**src/rtl/irw_pkg.sv**
```systemverilog
package irw_pkg;
  localparam int IDX_W      = 8;
  localparam int DATA_W     = 32;
  localparam int ENTRY_BASE = 16;
  localparam logic [DATA_W-1:0] ENTRY_LO_RST = 32'h0001_0000;
  localparam logic [DATA_W-1:0] ENTRY_HI_RST = 32'h0000_0000;

  typedef enum logic [2:0] {
    TGT_NONE  = 3'd0,
    TGT_ID    = 3'd1,
    TGT_VER   = 3'd2,
    TGT_ARB   = 3'd3,
    TGT_ENTRY = 3'd4
  } irw_tgt_e;
endpackage

```
**src/rtl/irw_bus_decode.sv**
```systemverilog
module irw_bus_decode #(
  parameter int ADDR_W = 8,
  parameter logic [ADDR_W-1:0] SEL_OFS = 8'h00,
  parameter logic [ADDR_W-1:0] WIN_OFS = 8'h10
) (
  input  logic [ADDR_W-1:0] addr,
  input  logic              wr_en,
  input  logic              rd_en,
  output logic              sel_wr,
  output logic              sel_rd,
  output logic              win_wr,
  output logic              win_rd
);
  logic hit_sel, hit_win;

  always_comb begin
    hit_sel = (addr == SEL_OFS);
    hit_win = (addr == WIN_OFS);
    sel_wr  = wr_en && hit_sel;
    sel_rd  = rd_en && hit_sel;
    win_wr  = wr_en && hit_win;
    win_rd  = rd_en && hit_win;
  end
endmodule

```
**src/rtl/irw_index_map.sv**
```systemverilog
module irw_index_map
  import irw_pkg::*;
#(
  parameter int NUM_ENTRIES = 24,
  localparam int ENT_W = (NUM_ENTRIES > 1) ? $clog2(NUM_ENTRIES) : 1
) (
  input  logic [IDX_W-1:0] idx,
  output irw_tgt_e         tgt,
  output logic [ENT_W-1:0] entry_num,
  output logic             hi_half
);
  localparam int ENTRY_END = ENTRY_BASE + 2 * NUM_ENTRIES;

  logic [IDX_W-1:0] off;

  always_comb begin
    off       = idx - IDX_W'(ENTRY_BASE);
    entry_num = ENT_W'(off >> 1);
    hi_half   = off[0];
    if (idx == 8'd0)
      tgt = TGT_ID;
    else if (idx == 8'd1)
      tgt = TGT_VER;
    else if (idx == 8'd2)
      tgt = TGT_ARB;
    else if ((int'(idx) >= ENTRY_BASE) && (int'(idx) < ENTRY_END))
      tgt = TGT_ENTRY;
    else
      tgt = TGT_NONE;
  end
endmodule

```
**src/rtl/irw_id_regs.sv**
```systemverilog
module irw_id_regs #(
  parameter logic [3:0] ID_RESET = 4'h0
) (
  input  logic       clk,
  input  logic       rst_n,
  input  logic       we,
  input  logic [3:0] wr_tag,
  output logic [3:0] id_q,
  output logic [3:0] arb_q
);
  always_ff @(posedge clk or negedge rst_n) begin
    if (!rst_n) begin
      id_q  <= ID_RESET;
      arb_q <= ID_RESET;
    end else if (we) begin
      id_q  <= wr_tag;
      arb_q <= wr_tag;
    end
  end


  id_hold_chk: assert property (@(posedge clk) disable iff (!rst_n)
    !we |=> $stable(id_q));


  arb_mirror_chk: assert property (@(posedge clk) disable iff (!rst_n)
    we |=> (arb_q == $past(wr_tag)));
endmodule

```
**src/rtl/irw_entry_file.sv**
```systemverilog
module irw_entry_file
  import irw_pkg::*;
#(
  parameter int NUM_ENTRIES = 24,
  localparam int ENT_W = (NUM_ENTRIES > 1) ? $clog2(NUM_ENTRIES) : 1
) (
  input  logic              clk,
  input  logic              rst_n,
  input  logic              we,
  input  logic [ENT_W-1:0]  entry_num,
  input  logic              hi_half,
  input  logic [DATA_W-1:0] wdata,
  output logic [DATA_W-1:0] rd_word
);
  logic [NUM_ENTRIES-1:0][DATA_W-1:0] lo_q;
  logic [NUM_ENTRIES-1:0][DATA_W-1:0] hi_q;
  logic [NUM_ENTRIES-1:0]             ent_we;

  for (genvar g = 0; g < NUM_ENTRIES; g++) begin : g_ent
    assign ent_we[g] = we && (entry_num == ENT_W'(g));

    always_ff @(posedge clk or negedge rst_n) begin
      if (!rst_n) begin
        lo_q[g] <= ENTRY_LO_RST;
        hi_q[g] <= ENTRY_HI_RST;
      end else if (ent_we[g]) begin
        if (hi_half) hi_q[g] <= wdata;
        else         lo_q[g] <= wdata;
      end
    end
  end

  always_comb begin
    rd_word = '0;
    for (int i = 0; i < NUM_ENTRIES; i++) begin
      if (entry_num == ENT_W'(i))
        rd_word = hi_half ? hi_q[i] : lo_q[i];
    end
  end


  one_entry_chk: assert property (@(posedge clk) disable iff (!rst_n)
    $onehot0(ent_we));


  entry_hold_chk: assert property (@(posedge clk) disable iff (!rst_n)
    !we |=> ($stable(lo_q) && $stable(hi_q)));
endmodule

```
**src/rtl/irq_route_regwin.sv**
```systemverilog
module irq_route_regwin
  import irw_pkg::*;
#(
  parameter int         NUM_ENTRIES = 24,
  parameter logic [8:0] VERSION     = 9'h020,
  parameter logic [3:0] ID_RESET    = 4'h0
) (
  input  logic        clk,
  input  logic        rst_n,
  input  logic [7:0]  bus_addr,
  input  logic        bus_wr,
  input  logic        bus_rd,
  input  logic [31:0] bus_wdata,
  output logic [31:0] bus_rdata,
  output logic        bus_rvalid
);
  localparam int ENT_W = (NUM_ENTRIES > 1) ? $clog2(NUM_ENTRIES) : 1;
  localparam logic [7:0] MAX_ENTRY = 8'(NUM_ENTRIES - 1);

  logic              sel_wr, sel_rd, win_wr, win_rd;
  logic [IDX_W-1:0]  sel_q;
  irw_tgt_e          tgt;
  logic [ENT_W-1:0]  entry_num;
  logic              hi_half;
  logic [3:0]        id_q, arb_q;
  logic [DATA_W-1:0] ent_word, win_word, rd_next;
  logic [DATA_W-1:0] rdata_q;
  logic              rvalid_q;

  irw_bus_decode #(.ADDR_W(8), .SEL_OFS(8'h00), .WIN_OFS(8'h10)) u_dec (
    .addr(bus_addr), .wr_en(bus_wr), .rd_en(bus_rd),
    .sel_wr(sel_wr), .sel_rd(sel_rd), .win_wr(win_wr), .win_rd(win_rd)
  );

  always_ff @(posedge clk or negedge rst_n) begin
    if (!rst_n)      sel_q <= '0;
    else if (sel_wr) sel_q <= bus_wdata[IDX_W-1:0];
  end

  irw_index_map #(.NUM_ENTRIES(NUM_ENTRIES)) u_map (
    .idx(sel_q), .tgt(tgt), .entry_num(entry_num), .hi_half(hi_half)
  );

  irw_id_regs #(.ID_RESET(ID_RESET)) u_id (
    .clk(clk), .rst_n(rst_n),
    .we(win_wr && (tgt == TGT_ID)),
    .wr_tag(bus_wdata[27:24]),
    .id_q(id_q), .arb_q(arb_q)
  );

  irw_entry_file #(.NUM_ENTRIES(NUM_ENTRIES)) u_ent (
    .clk(clk), .rst_n(rst_n),
    .we(win_wr && (tgt == TGT_ENTRY)),
    .entry_num(entry_num), .hi_half(hi_half),
    .wdata(bus_wdata), .rd_word(ent_word)
  );

  always_comb begin
    unique case (tgt)
      TGT_ID:    win_word = {4'h0, id_q, 24'h0};
      TGT_VER:   win_word = {8'h0, MAX_ENTRY, 7'h0, VERSION};
      TGT_ARB:   win_word = {4'h0, arb_q, 24'h0};
      TGT_ENTRY: win_word = ent_word;
      default:   win_word = '0;
    endcase
    if (sel_rd)      rd_next = {24'h0, sel_q};
    else if (win_rd) rd_next = win_word;
    else             rd_next = '0;
  end

  always_ff @(posedge clk or negedge rst_n) begin
    if (!rst_n) begin
      rdata_q  <= '0;
      rvalid_q <= 1'b0;
    end else begin
      rdata_q  <= rd_next;
      rvalid_q <= bus_rd;
    end
  end

  assign bus_rdata  = rdata_q;
  assign bus_rvalid = rvalid_q;


  sel_hold_chk: assert property (@(posedge clk) disable iff (!rst_n)
    !sel_wr |=> $stable(sel_q));


  rdata_idle_chk: assert property (@(posedge clk) disable iff (!rst_n)
    !bus_rvalid |-> (bus_rdata == '0));
endmodule

```
**config.mk**
```make
export PLATFORM = sky130hd
export DESIGN_NAME = irq_route_regwin
export DESIGN_NICKNAME = d
export VERILOG_FILES = /design/src/rtl/irw_pkg.sv /design/src/rtl/irw_bus_decode.sv /design/src/rtl/irw_index_map.sv /design/src/rtl/irw_id_regs.sv /design/src/rtl/irw_entry_file.sv /design/src/rtl/irq_route_regwin.sv
export SDC_FILE = /design/constraint.sdc
export NUM_CORES = 2
export LEC_CHECK = 0
export CORE_UTILIZATION = 45
export DETAILED_ROUTE_END_ITERATION = 6
export DONT_BUFFER_PORTS = 1
export GPL_ROUTABILITY_DRIVEN = 0
export SYNTH_ARGS = -nofsm -noshare
export SYNTH_HDL_FRONTEND = slang
export SYNTH_HIERARCHICAL = 1
export SYNTH_SLANG_ARGS = --single-unit
```
**constraint.sdc**
```tcl
create_clock -name clk -period 4.22 [get_ports clk]
set_input_delay 0.422 -clock clk [delete_from_list [all_inputs] [get_ports clk]]
set_output_delay 0.422 -clock clk [all_outputs]
set_load 0.02 [all_outputs]
```
==> flow_summary_export.csv <==
group,metric,value,unit
place,placed_cell_area,77000,sq um
timing,skew,39.7,ps
yosys,yosys-top-cells-area,"dfrtp_1 (52%), mux2_2 (25%), mux2i_1 (7.5%), mux4_2 (1.7%), a21oi_1 (1.4%)",
grt,grt_max_degree,233,
floorplan,ios,77,
yosys,synthesis.area,74300,sq um
clock_network,clk_pin_slew,60,ps
finish,nets,5460,
pwr,power.density,376,nW/um^2
yosys,async_flop_share,1.00,
timing,final-setup-viol-count,0,
clock_network,clk-insertion-delay-late,830,ps
finish,synthToLayoutAreaGrowth,13.0,%
place,hpwl,133000,microns
yosys,synth-edff-count,0,
yosys,yosysTopAreaCellShare,0.525,
routing,detail_route.wl_per_cell,26.8,microns
yosys,syn_area_per_cell,13.5,sq um
pwr,ir_worst_vdd,0.416,mV
worst_setup_path,cp_data_arrival_time,4750,ps
worst_setup_path,worstSetupEndpointType,"flop",
worst_setup_path,start_kind,"flop",
yosys,ys_seq_elements,1581,
floorplan,dieArea,167000,sq um
yosys,syn-instance-count,5489,
grt,grt_antenna_before_repair,8,
worst_hold_path,hold_path.class,"input pin to async pin",
finish,layout-drive-gt1-share,0.420,
grt,grt_pass1_wl,314000,microns
place,pre_cts_ws,-661,ps
clock_network,root_buffer,"clkbuf_16",
timing,period_share,0.961,
clock_network,cts_buffer_depth,3,
finish,fin_cells,7731,
place,dp.cells,7333,
floorplan,std_cell_rows,148,
worst_setup_path,critPathKind,"flop to flop",
flow_run,maxCapViolations,0,
timing,period_needed,4060,ps
worst_setup_path,r2r_start,"sel_q[4]$_DFFE_PN0P_",
routing,dr.first_iter.drc_count,3230,
clock_network,cts_tree,"done",
worst_setup_path,critPathMaxFanout,32,
timing,setup_ws,162,ps
clock_network,postCtsSetupBuffers,0,
place,io_buffers,0,
grt,grt_pass1_vias,47000,
timing,slew_headroom,-0.0329,
floorplan,core,163000,sq um
routing,routed-via-count,45900,
routing,totalWireLength,207000,microns
worst_setup_path,crit_start,"sel_q[4]$_DFFE_PN0P_",
floorplan,die-height,408,microns
routing,first_pass_iters,5,
worst_setup_path,r2r_end,"u_ent/hi_q[305]$_DFFE_PN0P_",
routing,drc,0,
timing,rsz0062_at_grt,"no",
clock_network,numCtsBuffers,171,
yosys,synth_area_leader_cell,"dfrtp_1",
clock_network,cts.sinks,1581,
yosys,ys.flop_type,"dfrtp_1",
grt,grtUsageTotal,0.249,
yosys,ys_warn_count,6,
clock_network,cts_htree_levels,4,
pwr,p_leak,39.1,nW
timing,holdWs,-427,ps
worst_setup_path,crit_required,4910,ps
yosys,syn-num-nets,5536,
floorplan,start_util,0.455,
yosys,yosysSeqAreaShare,0.533,
timing,maxSlewViolCount,62,
grt,overflow,0,
yosys,synth.distinct_cells,67,
timing,hold_violations,165,
worst_setup_path,reg2reg_slack,160,ps
outcome,status,"finished with violations",
floorplan,die_x,408,microns
routing,ant_nets,0,
outcome,failed_checks,"hold timing, slew limit",
finish,fin_area,83900,sq um
worst_setup_path,ff2ff_path_depth,16,
timing,tightest_slew,1550,ps
routing,drt-vias-per-instance,5.94,
timing,fmax,246,MHz
-- repair_timing --
item                                    in CTS  in global routing
gates resized for setup                      0                  9
endpoints found under the setup margin       0                173
endpoints found under the hold margin     1922                373
hold buffers                                77                  2
-- Yosys cell counts (all sizes together), types with 24 or more instances --
cell,n
o22ai,88
buf,285
and2,25
a221oi,32
mux2,1669
dfstp,24
dfrtp,1557
a2111oi,39
a21oi,206
o221ai,68
nor2,87
nand2,72
a211oi,33
nor3,29
clkbuf,261
mux4,57
o21ai,206
mux2i,553
nor2b,38
a221o,31
a22oi,49
-- stage by stage --
step | TNS (ps) | total power, W | utilization
floorplan | 0 | 0.0162 | -
global placement | -102510 | 0.0166 | 0.472
detailed placement | -115660 | 0.0166 | 0.472
CTS | 0 | 0.0319 | 0.513
global route | 0 | 0.0327 | 0.514
finish | 0 | 0.0316 | 0.514
-- layer usage --
layer	vias up	share of wire	GRT usage
li1	20100	-	-
met1	24600	0.47	0.361
met2	1048	0.45	0.383
met3	256	0.059	0.0491
met4	4	0.020	0.0604
met5	-	0.00016	0
-- cell type report --
| class | instances | area (sq um) |
|---|---|---|
| Antenna cell | 7 | 17.5 |
| Clock buffer | 261 | 5050 |
| Clock inverter | 48 | 523 |
| Fill cell | 13900 | 79400 |
| Inverter | 5 | 18.8 |
| Multi-Input combinational cell | 3357 | 32500 |
| Sequential cell | 1581 | 39600 |
| Tap cell | 2175 | 2720 |
| Timing Repair Buffer | 297 | 3480 |
-- cells by family (layout without fill, tap and decap cells) --
logic type | count (synthesis) | in the layout | synth area share
buf+inv | 551 | 611 | 0.0338
xor+xnor | 1 | 1 | 0.000118
fa+ha+maj | 3 | 3 | 0.000505
mux | 2279 | 2279 | 0.345
other cells | 0 | 7 | 0
simple gates | 295 | 295 | 0.0207
compound gates | 779 | 779 | 0.0671
flops | 1581 | 1581 | 0.533
-- sequential cells by signal, indices dropped and copies added, names as in the netlist --
register	cells
sel_q	8
u_ent/lo_q	768
bus_rvalid	1
u_ent/hi_q	768
u_id/id_q	4
bus_rdata	32
-- where the power goes --
group / internal, W / total, W / switching, W
sequential: 0.0152 / 0.0152 / 0.0000175
combinational: 0.000435 / 0.00150 / 0.00107
clock: 0.00863 / 0.0149 / 0.00627
-- cell usage in the layout, fill, tap and decap left out, types with 24 or more instances in the layout --
cell / n
mux2_2: 1643
dfrtp_1: 1554
mux2i_1: 553
a21oi_1: 205
o21ai_0: 185
clkbuf_16: 172
buf_4: 170
o22ai_1: 88
o221ai_1: 68
nor2_1: 63
buf_12: 61
mux4_2: 57
a22oi_1: 49
clkbuf_1: 47
dlygate4sd3_1: 45
clkbuf_8: 43
nand2_1: 41
a2111oi_0: 39
nor2b_1: 36
a211oi_1: 33
a221oi_1: 32
a221o_1: 31
nand2_2: 30
mux2_1: 26
and2_1: 25
nor3_1: 25
clkinv_2: 24
dfstp_2: 24
-- worst max-delay path: stages, from the launching register on --
cell and delay (ps):
dfrtp_1 420, inv_1 100, buf_4 290, ha_1 240
nand3_1 140, nor2_1 140, buf_4 190, nor3b_2 60
buf_4 160, and2_1 220, and2_1 200, buf_4 180
buf_4 190, nand2_2 80, buf_6 340, mux2_2 380
dlygate4sd3_1 560
-- worst max path at each step --
stage	to	depth (start not counted)
after CTS	u_ent/hi_q[668]$_DFFE_PN0P_	14
after detailed placement	u_ent/hi_q[456]$_DFFE_PN0P_	5
after global placement	u_ent/lo_q[467]$_DFFE_PN0P_	5
final	u_ent/hi_q[305]$_DFFE_PN0P_	16
after floorplan	u_ent/hi_q[193]$_DFFE_PN0P_	12
after global routing	u_ent/hi_q[668]$_DFFE_PN0P_	14
No activity file was read; power rests on OpenSTA's default activity.
